--- src/rtl/sc_demux_pkg.sv ---
package sc_demux_pkg;
  localparam int LANES = 2;
  typedef enum logic {
    LANE_LEFT  = 1'b0,
    LANE_RIGHT = 1'b1
  } lane_e;
endpackage

--- src/rtl/sc_bit_pick.sv ---
module sc_bit_pick #(
  parameter int SF_W  = 32,
  parameter int SEL_W = $clog2(SF_W)
) (
  input  logic [SF_W-1:0]  word,
  input  logic [SEL_W-1:0] sel,
  output logic             bit_out
);
  always_comb begin
    bit_out = 1'b0;
    if (int'(sel) < SF_W) bit_out = word[sel];
  end
endmodule

--- src/rtl/sc_lane.sv ---
module sc_lane #(
  parameter int BLOCK_BITS = 192,
  localparam int NBYTES = BLOCK_BITS / 8,
  localparam int ADDR_W = $clog2(NBYTES + 1),
  localparam int IDX_W  = $clog2(BLOCK_BITS)
) (
  input  logic              clk,
  input  logic              rst,
  input  logic              start,
  input  logic              take,
  input  logic              bit_in,
  input  logic [ADDR_W-1:0] rd_addr,
  output logic [7:0]        rd_byte,
  output logic              done,
  output logic              abort
);
  logic [BLOCK_BITS-1:0] acc, hold, acc_nxt;
  logic [IDX_W-1:0]      idx, cur;
  logic                  synced, last;

  always_comb begin
    cur          = start ? '0 : idx;
    acc_nxt      = acc;
    acc_nxt[cur] = bit_in;
    last         = (int'(cur) == BLOCK_BITS - 1);
  end

  always_ff @(posedge clk) begin
    if (rst) begin
      acc    <= '0;
      hold   <= '0;
      idx    <= '0;
      synced <= 1'b0;
      done   <= 1'b0;
      abort  <= 1'b0;
    end else begin
      done  <= 1'b0;
      abort <= 1'b0;
      if (start) begin
        abort  <= synced && (idx != '0);
        synced <= 1'b1;
        idx    <= '0;
      end
      if (take && (synced || start)) begin
        acc <= acc_nxt;
        if (last) begin
          hold <= acc_nxt;
          done <= 1'b1;
          idx  <= '0;
        end else begin
          idx <= cur + 1'b1;
        end
      end
    end
  end

  always_comb begin
    rd_byte = '0;
    if (int'(rd_addr) < NBYTES) rd_byte = hold[{rd_addr, 3'b000} +: 8];
  end

  AST_DONE_SINGLE: assert property (@(posedge clk) disable iff (rst) done |=> !done);
  AST_DONE_AFTER_TAKE: assert property (@(posedge clk) disable iff (rst) done |-> $past(take));
  AST_ABORT_ON_START: assert property (@(posedge clk) disable iff (rst) abort |-> $past(start));
  AST_IDX_BOUND: assert property (@(posedge clk) disable iff (rst) int'(idx) < BLOCK_BITS);
  AST_UNSYNCED_IDLE: assert property (@(posedge clk) disable iff (rst) !synced |-> (idx == '0));
endmodule

--- src/rtl/subcode_block_demux.sv ---
module subcode_block_demux #(
  parameter int SF_W       = 32,
  parameter int SEL_W      = $clog2(SF_W),
  parameter int BLOCK_BITS = 192,
  localparam int NBYTES = BLOCK_BITS / 8,
  localparam int ADDR_W = $clog2(NBYTES + 1)
) (
  input  logic              clk,
  input  logic              rst,
  input  logic              sf_valid,
  input  logic [SF_W-1:0]   sf_word,
  input  logic              sf_left,
  input  logic              sf_blk_start,
  input  logic [SEL_W-1:0]  cfg_sel,
  input  logic              cfg_dual,
  input  logic              rd_lane,
  input  logic [ADDR_W-1:0] rd_addr,
  output logic [7:0]        rd_data,
  output logic              blk_ready,
  output logic              blk_lane,
  output logic              blk_err
);
  import sc_demux_pkg::*;

  logic             picked;
  logic [LANES-1:0] start_v, take_v, done_v, abort_v;
  logic [7:0]       rb [LANES];

  sc_bit_pick #(.SF_W(SF_W), .SEL_W(SEL_W)) pick_i (
    .word(sf_word), .sel(cfg_sel), .bit_out(picked)
  );

  always_comb begin
    start_v[LANE_LEFT]  = sf_valid && sf_left && sf_blk_start;
    take_v[LANE_LEFT]   = sf_valid && sf_left;
    start_v[LANE_RIGHT] = sf_valid && sf_left && sf_blk_start && cfg_dual;
    take_v[LANE_RIGHT]  = sf_valid && !sf_left && cfg_dual;
  end

  for (genvar g = 0; g < LANES; g++) begin : g_lane
    sc_lane #(.BLOCK_BITS(BLOCK_BITS)) lane_i (
      .clk(clk), .rst(rst),
      .start(start_v[g]), .take(take_v[g]), .bit_in(picked),
      .rd_addr(rd_addr), .rd_byte(rb[g]),
      .done(done_v[g]), .abort(abort_v[g])
    );
  end

  always_ff @(posedge clk) begin
    if (rst) rd_data <= '0;
    else     rd_data <= rb[rd_lane];
  end

  assign blk_ready = |done_v;
  assign blk_lane  = done_v[LANE_RIGHT];
  assign blk_err   = |abort_v;

  AST_READY_ERR_EXCL: assert property (@(posedge clk) disable iff (rst) !(blk_ready && blk_err));
  AST_READY_AFTER_VALID: assert property (@(posedge clk) disable iff (rst) blk_ready |-> $past(sf_valid));
  AST_LANES_ONEHOT: assert property (@(posedge clk) disable iff (rst) $onehot0(done_v));
endmodule

--- config.mk ---
export PLATFORM = sky130hd
export DESIGN_NAME = subcode_block_demux
export DESIGN_NICKNAME = d
export VERILOG_FILES = /design/src/rtl/sc_demux_pkg.sv /design/src/rtl/sc_bit_pick.sv /design/src/rtl/sc_lane.sv /design/src/rtl/subcode_block_demux.sv
export SDC_FILE = /design/constraint.sdc
export NUM_CORES = 2
export LEC_CHECK = 0
export BUFFER_PORTS_ARGS = -buffer_cell sky130_fd_sc_hd__buf_4
export CAP_MARGIN = 10
export CORE_UTILIZATION = 25
export DETAILED_ROUTE_END_ITERATION = 12
export SYNTH_ARGS = -nofsm -noshare
export SYNTH_HDL_FRONTEND = slang
export SYNTH_SLANG_ARGS = --single-unit
--- constraint.sdc ---
create_clock -name clk -period 6.62 [get_ports clk]
set_clock_uncertainty 0.05 [all_clocks]
set_input_delay 1.324 -clock clk [delete_from_list [all_inputs] [get_ports clk]]
set_output_delay 1.324 -clock clk [all_outputs]
set_load 0.05 [all_outputs]
==> run_results.csv <==
group,metric,value,unit
floorplan,row_count,133,
route,wire_per_inst,20.6,um
critical_path,startpoint_type,"primary input",
global_route,grt_max_degree,220,
global_route,grt-ovfl-total,0,
power_and_ir_drop,power.density,269,mW/mm2
global_route,grt_pass1_wl,162,mm
timing,min_period,4.65,ns
floorplan,die_x,366,um
cells_and_area,syn2layout_area_growth,14.2,%
clock_network,cts-root-buf,"clkbuf_16",
timing,fin_setup_tns,0,ns
floorplan,fp.dieH,366,um
clock_network,clock_sinks,796,
placement,place.gp.congestion,0.864,
route,postRouteAntennaNets,0,
route,wl,105,mm
critical_path,regToRegSetupSlack,3.18,ns
logic_synthesis,synthArstFlopShare,0,%
route,dr.pass1.iters,5,
route,drtIter0Drc,2817,
clock_network,worstSkewPairLatency,0.66,ns
clock_network,cts_max_level,3,
critical_path,r2r-end,"g_lane[0].lane_i.hold[159]",
cells_and_area,drive_above_1_share,14.6,%
route,vias_per_cell,5.40,
logic_synthesis,synth_area,0.0332,mm2
critical_path,rr_worst_depth,9,
timing,tightest_slew,1.18,ns
run_status,outcome,"finished clean",
clock_network,ctsResizeCount,0,
critical_path,critPathKind,"in -> reg",
floorplan,ioPinCount,60,
power_and_ir_drop,power.leakage,0.0113,uW
clock_network,numCtsBuffers,86,
logic_synthesis,yosysWarnings,0,
clock_network,cts_tree,"yes",
clock_network,post_cts_buffers,0,
timing,maxSlewHeadroom,21.7,%
logic_synthesis,synth-seq-cells,796,
clock_network,cts_buffer_depth,3,
min_path,holdPathStages,2,
timing,timing.final.hold_violations,0,
logic_synthesis,syn-num-nets,3534,
cells_and_area,n_fill_cell,13700,
logic_synthesis,syn-instance-count,3479,
critical_path,cp-end-kind,"register",
critical_path,cp_slowest_cell,"nor2_4",
critical_path,worst-endpoint-required,7.13,ns
clock_network,clk_pin_slew_worst_paths,0.06,ns
floorplan,initial_core_util,25.2,%
job,cap_violations,0,
placement,dp_hpwl,61.8,mm
critical_path,worstPathCellList,"buf_4 > nand3_1 > nand2_1 > inv_1 > ha_1 > o2111ai_1 > or4_1 > nor2_4 > buf_12 > o211ai_1 > a21oi_1",
min_path,hold-path-endpoint,"g_lane[0].lane_i.hold[179]",
global_route,grt_use_total,15.1,%
min_path,min_path_type,"reg -> reg",
cells_and_area,nNetsFinal,3337,
power_and_ir_drop,report.power.total,10200,uW
critical_path,max_stage_delay,0.69,ns
logic_synthesis,avgSynthCellArea,9.54,um2
critical_path,worstPathArrival,5.15,ns
timing,rsz0062_at_grt,"no",
timing,max_freq,215,MHz
min_path,min-delay-start,"g_lane[0].lane_i.hold[179]",
critical_path,crit_fanout,82,
cells_and_area,n_antenna_cell,0,
timing,setup_violations,0,
logic_synthesis,synth-main-ff-cell,"dfxtp_1",
logic_synthesis,ys_types,54,
timing,fin_crit_sh,70.2,%
timing,drv_slew,0,
route,vias,27600,
global_route,grt_pass1_vias,25800,
placement,io_buffers,59,
global_route,antenna_found_initial,5,
floorplan,die_area,0.134,mm2
floorplan,coreArea,0.132,mm2
clock_network,cts_hold_buf,0,
logic_synthesis,synth-edff-count,0,
route,drcViolationCount,0,
logic_synthesis,seq_area_frac_synth,48.0,%
critical_path,timing.rr.start,"g_lane[0].lane_i.idx[0]",
power_and_ir_drop,vdd_drop_max,0.220,mV
-- report_power, final --
group          switching (uW)  internal [uW]
sequential               2.25           4790
combinational             332           97.7
clock                    2030           2940
total                    2370           7830
-- area by class of cell --
cell class / instances / area (um2) / share of cell area [%]
inverter: 13 / 48.8 / 0.129
timing repair buffer: 153 / 1300 / 3.42
sequential: 796 / 15900 / 42.0
clock inverter: 30 / 419 / 1.11
clock buffer: 127 / 2500 / 6.59
multi-input combinational: 2232 / 15500 / 40.9
tap: 1755 / 2200 / 5.79
-- layer usage --
metal  vias up  GRT usage [%]  routed length [um]  part of all wire, %
li1      12900              -                   -                    -
met1     13500           21.1               46800                   45
met2      1028           23.5               47300                   45
met3       177           2.35                7640                  7.3
met4         6           5.11                3150                  3.0
met5         -              0                  36                0.034
-- registers in the layout (all words and copies together), names as in the netlist --
| signal | count |
|---|---|
| g_lane.lane_i.hold | 384 |
| g_lane.lane_i.acc | 382 |
| g_lane.lane_i.idx | 16 |
| rd_data | 8 |
| g_lane.lane_i.abort | 2 |
| g_lane.lane_i.done | 2 |
| g_lane.lane_i.synced | 2 |
-- cell usage after synthesis, types with 11 or more instances --
library cell	number	share of area [%]
buf_2	45	0.68
buf_6	18	0.61
buf_1	11	0.12
nor2_1	58	0.66
nand3_1	44	0.66
a22o_1	83	2.2
a22oi_1	11	0.25
a21oi_1	585	8.8
inv_1	13	0.15
nor2b_1	14	0.26
a311oi_1	381	10
nor3_1	17	0.26
dfxtp_1	796	48
o21ai_0	178	2.7
nand4_1	13	0.25
clkbuf_1	361	4.1
o21ai_2	49	1.3
mux4_2	104	7.1
and2_1	12	0.23
mux2i_1	28	0.84
nand2_1	366	4.1
o211ai_1	177	4.0
-- how the worst max path moves through the flow --
stage                     cells past startpoint     start  slack, ns                    endpoint
after detailed placement                     11  sf_valid       1.43  g_lane[0].lane_i.hold[159]
after floorplan                              15   sf_left       2.65  g_lane[0].lane_i.hold[108]
after global placement                       11  sf_valid       1.49   g_lane[0].lane_i.hold[26]
after global routing                         11  sf_valid       1.75  g_lane[0].lane_i.hold[121]
after CTS                                    11  sf_valid       2.09  g_lane[0].lane_i.hold[159]
final                                        11  sf_valid       1.97  g_lane[0].lane_i.hold[159]
-- cells by family (layout without fill, tap and decap cells) --
family                   Yosys count  in the layout  share of synthesized area (%)
AO/OA/AOI/OAI                   1503           1503                           30.2
flip-flops                       796            796                           48.0
AND/OR/NAND/NOR                  579            579                           7.67
buffers and inverters            451            323                           5.71
multiplexers                     133            133                           7.93
XOR/XNOR                          11             11                          0.290
adder cells (fa/ha/maj)            6              6                          0.226
-- worst max-delay path: cells and delay by family --
| kind | cells | cell delay [ns] |
|---|---|---|
| buffers and inverters | 3 | 0.70 |
| adders and majority gates | 1 | 0.32 |
| AOI/OAI and AO/OA | 3 | 0.57 |
| and+or+nand+nor | 4 | 2.13 |
-- through the flow --
stage	hold slack [ns]	cells	setup slack (ns)	cell area, um2	utilization, %
after detailed placement	0.387	4949	1.43	35000	26.6
final	0.397	5106	1.97	37900	28.8
after floorplan	0.370	3479	2.65	33200	-
after CTS	0.398	5106	2.09	37900	28.8
after global routing	0.409	5106	1.75	37900	28.8
after global placement	0.380	4949	1.49	35000	26.6
-- layout by cell type, fill, tap and decap left out, drive strengths merged, types with 6 or more instances in the layout --
| cell | count |
|---|---|
| o211ai | 177 |
| and4 | 7 |
| mux2i | 28 |
| and2 | 19 |
| dfxtp | 796 |
| a31oi | 10 |
| a311oi | 381 |
| nor4 | 11 |
| nor3 | 18 |
| o221ai | 7 |
| nand4 | 13 |
| nand3 | 44 |
| buf | 153 |
| nor2 | 59 |
| bufinv | 8 |
| nor2b | 14 |
| nand2 | 366 |
| o21ai | 231 |
| nand2b | 9 |
| a22oi | 11 |
| xnor2 | 9 |
| mux4 | 104 |
| a211oi | 7 |
| clkinv | 14 |
| a21oi | 585 |
| clkbuf | 127 |
| inv | 20 |
| a22o | 83 |
| ha | 6 |
No activity file was read; power rests on OpenSTA's default activity.
